File: src/rtl/axs_pkg.sv
package axs_pkg;
    localparam int EV_N      = 4;
    localparam int EV_RXUPD  = 0;
    localparam int EV_TXUPD  = 1;
    localparam int EV_STOP   = 2;
    localparam int EV_FRAME  = 3;

    typedef enum logic [1:0] {
        PORT_IDLE = 2'd0,
        PORT_WR   = 2'd1,
        PORT_RD   = 2'd2
    } port_st_e;
endpackage

File: src/rtl/axs_chan.sv
// One transfer direction: shadow base, word index and pending request.
module axs_chan #(
    parameter int AW = 16,
    parameter int CW = 14
) (
    input  logic          clk_i,
    input  logic          rst_ni,
    input  logic          load_i,
    input  logic [AW-1:0] ptr_i,
    input  logic [CW-1:0] size_i,
    input  logic          req_i,
    input  logic          done_i,
    input  logic          flush_i,
    output logic          pend_o,
    output logic [AW-1:0] addr_o,
    output logic          upd_o
);
    typedef struct packed {
        logic [AW-1:0] base;
        logic [CW-1:0] idx;
        logic          pend;
        logic          upd;
    } chan_st_t;

    chan_st_t st_d, st_q;
    logic [CW:0] idx_inc;

    always_comb begin
        st_d     = st_q;
        st_d.upd = 1'b0;
        idx_inc  = {1'b0, st_q.idx} + {{CW{1'b0}}, 1'b1};
        if (req_i) begin
            st_d.pend = 1'b1;
        end
        if (done_i) begin
            st_d.pend = req_i;
            if (idx_inc >= {1'b0, size_i}) begin
                st_d.base = ptr_i;
                st_d.idx  = '0;
                st_d.upd  = 1'b1;
            end else begin
                st_d.idx = idx_inc[CW-1:0];
            end
        end
        if (load_i) begin
            st_d.base = ptr_i;
            st_d.idx  = '0;
            st_d.upd  = 1'b1;
            st_d.pend = 1'b0;
        end
        if (flush_i) begin
            st_d.pend = 1'b0;
        end
    end

    always_ff @(posedge clk_i or negedge rst_ni) begin
        if (!rst_ni) begin
            st_q <= '0;
        end else begin
            st_q <= st_d;
        end
    end

    assign pend_o = st_q.pend;
    assign addr_o = st_q.base + {{(AW-CW){1'b0}}, st_q.idx};
    assign upd_o  = st_q.upd;
endmodule

File: src/rtl/axs_port.sv
// Shared memory port: one access at a time, receive before transmit.
module axs_port #(
    parameter int AW = 16,
    parameter int DW = 32
) (
    input  logic          clk_i,
    input  logic          rst_ni,
    input  logic          hold_i,
    input  logic          rx_pend_i,
    input  logic          tx_pend_i,
    input  logic [AW-1:0] rx_addr_i,
    input  logic [AW-1:0] tx_addr_i,
    input  logic [DW-1:0] rx_data_i,
    input  logic          mem_rdy_i,
    output logic [AW-1:0] mem_addr_o,
    output logic [DW-1:0] mem_wdata_o,
    output logic          mem_wr_o,
    output logic          mem_rd_o,
    output logic          rx_done_o,
    output logic          tx_done_o,
    output logic          busy_o
);
    import axs_pkg::*;

    typedef struct packed {
        port_st_e      st;
        logic [AW-1:0] addr;
        logic [DW-1:0] wdata;
    } port_t;

    port_t p_d, p_q;

    always_comb begin
        p_d = p_q;
        unique case (p_q.st)
            PORT_IDLE: begin
                if (!hold_i) begin
                    if (rx_pend_i) begin
                        p_d.st    = PORT_WR;
                        p_d.addr  = rx_addr_i;
                        p_d.wdata = rx_data_i;
                    end else if (tx_pend_i) begin
                        p_d.st   = PORT_RD;
                        p_d.addr = tx_addr_i;
                    end
                end
            end
            PORT_WR, PORT_RD: begin
                if (mem_rdy_i) begin
                    p_d.st = PORT_IDLE;
                end
            end
            default: p_d.st = PORT_IDLE;
        endcase
    end

    always_ff @(posedge clk_i or negedge rst_ni) begin
        if (!rst_ni) begin
            p_q <= '{st: PORT_IDLE, addr: '0, wdata: '0};
        end else begin
            p_q <= p_d;
        end
    end

    assign mem_addr_o  = p_q.addr;
    assign mem_wdata_o = p_q.wdata;
    assign mem_wr_o    = (p_q.st == PORT_WR);
    assign mem_rd_o    = (p_q.st == PORT_RD);
    assign rx_done_o   = mem_wr_o && mem_rdy_i;
    assign tx_done_o   = mem_rd_o && mem_rdy_i;
    assign busy_o      = (p_q.st != PORT_IDLE);
endmodule

File: src/rtl/axs_events.sv
// Event flags, interrupt enable mask and interrupt line.
module axs_events (
    input  logic                    clk_i,
    input  logic                    rst_ni,
    input  logic [axs_pkg::EV_N-1:0] set_i,
    input  logic [axs_pkg::EV_N-1:0] clr_i,
    input  logic [axs_pkg::EV_N-1:0] ien_set_i,
    input  logic [axs_pkg::EV_N-1:0] ien_clr_i,
    output logic [axs_pkg::EV_N-1:0] flags_o,
    output logic [axs_pkg::EV_N-1:0] ien_o,
    output logic                    irq_o
);
    import axs_pkg::*;

    typedef struct packed {
        logic [EV_N-1:0] flags;
        logic [EV_N-1:0] ien;
        logic            irq;
    } ev_t;

    ev_t e_d, e_q;

    always_comb begin
        e_d       = e_q;
        e_d.flags = (e_q.flags & ~clr_i) | set_i;
        e_d.ien   = (e_q.ien & ~ien_clr_i) | ien_set_i;
        e_d.irq   = 1'b0;
        for (int k = 0; k < EV_N; k++) begin
            e_d.irq = e_d.irq | (e_d.flags[k] & e_d.ien[k]);
        end
    end

    always_ff @(posedge clk_i or negedge rst_ni) begin
        if (!rst_ni) begin
            e_q <= '0;
        end else begin
            e_q <= e_d;
        end
    end

    assign flags_o = e_q.flags;
    assign ien_o   = e_q.ien;
    assign irq_o   = e_q.irq;
endmodule

File: src/rtl/audio_xfer_seq.sv
module audio_xfer_seq #(
    parameter int AW = 16,
    parameter int CW = 14,
    parameter int DW = 32
) (
    input  logic                     clk_i,
    input  logic                     rst_ni,
    input  logic [AW-1:0]            rx_ptr_i,
    input  logic [AW-1:0]            tx_ptr_i,
    input  logic [CW-1:0]            buf_words_i,
    input  logic                     rx_en_i,
    input  logic                     tx_en_i,
    input  logic                     start_i,
    input  logic                     stop_i,
    input  logic                     frame_start_i,
    input  logic                     rx_word_req_i,
    input  logic [DW-1:0]            rx_word_i,
    input  logic                     tx_word_req_i,
    output logic [DW-1:0]            tx_word_o,
    output logic                     tx_word_vld_o,
    output logic [AW-1:0]            mem_addr_o,
    output logic [DW-1:0]            mem_wdata_o,
    output logic                     mem_wr_o,
    output logic                     mem_rd_o,
    input  logic [DW-1:0]            mem_rdata_i,
    input  logic                     mem_rdy_i,
    input  logic [axs_pkg::EV_N-1:0] evt_clr_i,
    output logic [axs_pkg::EV_N-1:0] evt_flags_o,
    input  logic [axs_pkg::EV_N-1:0] ien_set_i,
    input  logic [axs_pkg::EV_N-1:0] ien_clr_i,
    output logic [axs_pkg::EV_N-1:0] ien_o,
    output logic                     irq_o
);
    import axs_pkg::*;

    localparam int NDIR = 2;
    localparam int DRX  = 0;
    localparam int DTX  = 1;

    typedef struct packed {
        logic          run;
        logic          stopping;
        logic          rx_on;
        logic          tx_on;
        logic [DW-1:0] rxd;
        logic [DW-1:0] txw;
        logic          txv;
    } ctl_t;

    ctl_t ctl_d, ctl_q;

    logic            start_go, stop_done, port_busy;
    logic [NDIR-1:0] ch_load, ch_req, ch_done, ch_pend, ch_upd;
    logic [AW-1:0]   ch_addr [NDIR];
    logic [AW-1:0]   ch_ptr  [NDIR];
    logic [EV_N-1:0] ev_set;

    assign start_go  = start_i && !ctl_q.run;
    assign stop_done = ctl_q.stopping && !port_busy;

    always_comb begin
        ctl_d     = ctl_q;
        ctl_d.txv = 1'b0;
        if (start_go) begin
            ctl_d.run   = 1'b1;
            ctl_d.rx_on = rx_en_i;
            ctl_d.tx_on = tx_en_i;
        end
        if (ctl_q.run && stop_i) begin
            ctl_d.stopping = 1'b1;
        end
        if (stop_done) begin
            ctl_d.run      = 1'b0;
            ctl_d.stopping = 1'b0;
        end
        if (ch_req[DRX]) begin
            ctl_d.rxd = rx_word_i;
        end
        if (ch_done[DTX]) begin
            ctl_d.txw = mem_rdata_i;
            ctl_d.txv = 1'b1;
        end
    end

    always_ff @(posedge clk_i or negedge rst_ni) begin
        if (!rst_ni) begin
            ctl_q <= '0;
        end else begin
            ctl_q <= ctl_d;
        end
    end

    assign ch_ptr[DRX]  = rx_ptr_i;
    assign ch_ptr[DTX]  = tx_ptr_i;
    assign ch_load[DRX] = start_go && rx_en_i;
    assign ch_load[DTX] = start_go && tx_en_i;
    assign ch_req[DRX]  = rx_word_req_i && ctl_q.run && ctl_q.rx_on && !ctl_q.stopping;
    assign ch_req[DTX]  = tx_word_req_i && ctl_q.run && ctl_q.tx_on && !ctl_q.stopping;

    for (genvar g = 0; g < NDIR; g++) begin : g_dir
        axs_chan #(.AW(AW), .CW(CW)) u_chan (
            .clk_i   (clk_i),
            .rst_ni  (rst_ni),
            .load_i  (ch_load[g]),
            .ptr_i   (ch_ptr[g]),
            .size_i  (buf_words_i),
            .req_i   (ch_req[g]),
            .done_i  (ch_done[g]),
            .flush_i (stop_done),
            .pend_o  (ch_pend[g]),
            .addr_o  (ch_addr[g]),
            .upd_o   (ch_upd[g])
        );
    end

    axs_port #(.AW(AW), .DW(DW)) u_port (
        .clk_i       (clk_i),
        .rst_ni      (rst_ni),
        .hold_i      (!ctl_q.run || ctl_q.stopping),
        .rx_pend_i   (ch_pend[DRX]),
        .tx_pend_i   (ch_pend[DTX]),
        .rx_addr_i   (ch_addr[DRX]),
        .tx_addr_i   (ch_addr[DTX]),
        .rx_data_i   (ctl_q.rxd),
        .mem_rdy_i   (mem_rdy_i),
        .mem_addr_o  (mem_addr_o),
        .mem_wdata_o (mem_wdata_o),
        .mem_wr_o    (mem_wr_o),
        .mem_rd_o    (mem_rd_o),
        .rx_done_o   (ch_done[DRX]),
        .tx_done_o   (ch_done[DTX]),
        .busy_o      (port_busy)
    );

    always_comb begin
        ev_set           = '0;
        ev_set[EV_RXUPD] = ch_upd[DRX];
        ev_set[EV_TXUPD] = ch_upd[DTX];
        ev_set[EV_STOP]  = stop_done;
        ev_set[EV_FRAME] = frame_start_i && ctl_q.run;
    end

    axs_events u_events (
        .clk_i     (clk_i),
        .rst_ni    (rst_ni),
        .set_i     (ev_set),
        .clr_i     (evt_clr_i),
        .ien_set_i (ien_set_i),
        .ien_clr_i (ien_clr_i),
        .flags_o   (evt_flags_o),
        .ien_o     (ien_o),
        .irq_o     (irq_o)
    );

    assign tx_word_o     = ctl_q.txw;
    assign tx_word_vld_o = ctl_q.txv;
endmodule

File: config.mk
export PLATFORM = sky130hd
export DESIGN_NAME = audio_xfer_seq
export DESIGN_NICKNAME = d
export VERILOG_FILES = /design/src/rtl/axs_pkg.sv /design/src/rtl/axs_chan.sv /design/src/rtl/axs_port.sv /design/src/rtl/axs_events.sv /design/src/rtl/audio_xfer_seq.sv
export SDC_FILE = /design/constraint.sdc
export NUM_CORES = 1
export LEC_CHECK = 0
export BUFFER_PORTS_ARGS = -buffer_cell sky130_fd_sc_hd__buf_2
export CORE_ASPECT_RATIO = 0.8
export CORE_MARGIN = 3
export CORE_UTILIZATION = 40
export CTS_BUF_LIST = sky130_fd_sc_hd__clkbuf_8
export CTS_CLUSTER_DIAMETER = 200
export CTS_CLUSTER_SIZE = 16
export DETAILED_ROUTE_END_ITERATION = 8
export SETUP_SLACK_MARGIN = 0.4
export SYNTH_ARGS = -nofsm -noshare
export SYNTH_HDL_FRONTEND = slang
export SYNTH_SLANG_ARGS = --single-unit
File: constraint.sdc
create_clock -name clk_i -period 6.7 [get_ports clk_i]
set_input_delay 0.335 -clock clk_i [delete_from_list [all_inputs] [get_ports clk_i]]
set_output_delay 0.335 -clock clk_i [all_outputs]
set_load 0.02 [all_outputs]
==> results.sh <==
export IMPL_outcome="finished, final reports clean"
export IMPL_drc=0
export IMPL_leakagePower_nw=6.04
export IMPL_wl_per_cell_um=17.1
export IMPL_synth_async_sr_flop_share=1.00
export IMPL_grt_pass1_vias=7044
export IMPL_synth_edf_count=0
export IMPL_dr_total_vias=7166
export IMPL_ctsResizeCount=0
export IMPL_grt_util_met1=0.260
export IMPL_cts_buffers=17
export IMPL_path_class="reg -> reg"
export IMPL_gp_congestion=0.858
export IMPL_wirelength_um=24800
export IMPL_hold_class="in -> reg"
export IMPL_crit_required_ps=7100
export IMPL_fin_crit_ps=3930
export IMPL_synth_ff_type="dfrtp_1"
export IMPL_dieWidth_um=188
export IMPL_dieArea_mm2=0.0286
export IMPL_drt_pass1_iter_count=4
export IMPL_syn_area_mm2=0.0106
export IMPL_relSlewSlack=0.266
export IMPL_path_max_fanout=20
export IMPL_ant_nets=0
export IMPL_cts_tree="yes"
export IMPL_rows=52
export IMPL_grt_pass1_wl_um=39400
export IMPL_critPathLaunchType="register"
export IMPL_syn_instance_count=945
export IMPL_start_util=0.413
export IMPL_critPathArrivalTime_ps=4330
export IMPL_htree_levels=4
export IMPL_yosys_warnings=0
export IMPL_clk_pin_slew_ps=110
export IMPL_setup_violations=0
export IMPL_fmax_mhz=255
export IMPL_syn_nets=1140
export IMPL_clock_sinks=192
export IMPL_whs_ps=55.4
export IMPL_clk_path_buf_depth=2
export IMPL_grt_max_degree=69
export IMPL_max_cap_violations=0
export IMPL_final_common_cell="buf_2"
export IMPL_grt_setup_unrepaired="false"
export IMPL_grt_ovfl_total=0
export IMPL_grt_usage=0.174
export IMPL_nNetsFinal=1281
export IMPL_synthToLayoutAreaGrowth_pct=11.8
export IMPL_slew_viol_final=0
export IMPL_ir_drop_uv=170
export IMPL_power_density_mw_per_mm2=385
export IMPL_avgSynthCellArea_um2=11.3
export IMPL_die_h_um=152
export IMPL_hold_violations=0
export IMPL_final_cell_mix="222 x buf_2, 192 x dfrtp_1, 114 x mux2_2"
export IMPL_viasPerCell=4.95
export IMPL_drive_gt1_frac=0.372
export IMPL_cts_root_buf="clkbuf_8"
export IMPL_core_area_mm2=0.0258
export IMPL_critPathCaptureType="register"
export IMPL_ff2ff_setup_slack_ps=2770
export IMPL_use_met2=0.253
export IMPL_dr_first_iter_drc_count=432
export IMPL_setup_tns_ps=0
export IMPL_dp_hpwl_um=18900
export IMPL_busiest_layer="met1"
export IMPL_grt_util_met3=0.0389
export IMPL_diodes=0
export IMPL_worst_clock_skew_ps=23.8
export IMPL_fin_crit_sh=0.586
export IMPL_ys_seq_area_frac=0.451
export IMPL_portBuffers=223
export IMPL_worst_pin_slew_ps=1100
export IMPL_ys_seq_elements=192
export IMPL_ios=224
export IMPL_insertion_delay_ps=480
export IMPL_ys_types=72
export IMPL_antenna_found_initial=0
-- metrics by stage --
| stage | utilization | power (mW) | setup WS (ps) | instance area, um^2 | std cells |
|---|---|---|---|---|---|
| after detailed placement | 0.446 | 3.82 | 2800 | 11500 | 1417 |
| after CTS | 0.462 | 4.63 | 2730 | 11900 | 1449 |
| after global placement | 0.446 | 3.78 | 2800 | 11500 | 1417 |
| final | 0.462 | 4.58 | 2770 | 11900 | 1449 |
| after floorplan | - | 3.50 | 3480 | 10600 | 945 |
| after global routing | 0.462 | 4.88 | 2340 | 11900 | 1449 |
-- cell type report --
class                      count  area [um^2]
fill                        2479        13900
multi-input combinational    598         4890
sequential                   192         4800
timing repair buffer         231         1190
tap                          351          439
clock buffer                  17          234
inverter                      46          173
clock inverter                14          164
-- where the power goes --
group | leakage, nW | switching (mW) | internal (mW)
clock network | 0.209 | 0.421 | 0.367
registers | 2.42 | 0.284 | 1.62
logic | 3.41 | 1.04 | 0.846
total | 6.04 | 1.74 | 2.84
-- per-layer routing --
layer  share of wire  up-vias  wire length (um)
li1                -     3537                 -
met1            0.50     3419             12400
met2            0.43      189             10700
met3           0.055       21              1370
met4           0.015        0               379
met5               0        -                 0
-- final timing paths --
check,start,end,cells past startpoint
max,g_dir[0].u_chan.st_q[3]$_DFFE_PN0P_,g_dir[0].u_chan.st_q[14]$_DFFE_PN0P_,13
min in group asynchronous,rst_ni,g_dir[0].u_chan.st_q[17]$_DFFE_PN0P_,2
min reg2reg,u_port.mem_addr_o[3]$_DFFE_PN0P_,u_port.mem_addr_o[3]$_DFFE_PN0P_,2
max reg2reg,g_dir[0].u_chan.st_q[3]$_DFFE_PN0P_,g_dir[0].u_chan.st_q[14]$_DFFE_PN0P_,13
min,tx_ptr_i[1],g_dir[1].u_chan.st_q[17]$_DFFE_PN0P_,3
max in group asynchronous,rst_ni,tx_word_o[28]$_DFFE_PN0P_,3
-- repair_timing --
action,CTS,global route
hold buffers,1,0
buffers inserted,0,0
endpoints found under the hold margin,66,0
-- critical path: stages, from the launching register on --
cell	delay [ps]
dfrtp_1	450
ha_1	290
nand3_1	190
nor3_4	320
nand3_1	170
xnor2_1	160
ha_1	290
a21o_1	160
a211o_1	280
a31oi_1	170
o31ai_2	130
nor3_2	840
or2b_1	280
mux2i_1	110
-- cell usage after synthesis (all sizes together), types with 21 or more instances --
cell type    n  area share
xnor2       28       0.023
nand3       21       0.011
buf         96       0.068
a21o        26       0.018
mux2       131        0.14
inv         46       0.016
ha          61       0.072
o21ai       39       0.018
nor2        37       0.014
a21oi       52       0.026
nand2       53       0.019
dfrtp      192        0.45
-- cell families after synthesis --
| family | synth area share |
|---|---|
| buffers and inverters | 0.0890 |
| DFF | 0.451 |
| muxes | 0.153 |
| and+or+nand+nor | 0.0799 |
| adders and majority gates | 0.0755 |
| AOI/OAI and AO/OA | 0.116 |
| xor gates and xnor gates | 0.0354 |
-- sequential cells by signal, summed over array words and instances (netlist names), 4 cells and up --
name and flops:
u_port.mem_wdata_o 32, g_dir.u_chan.st_q 60, ctl_q 36, u_events.ien_o 4, u_events.flags_o 4, u_port.mem_addr_o 16
tx_word_o 32
Note: power is estimated with default switching activity, not from simulation.
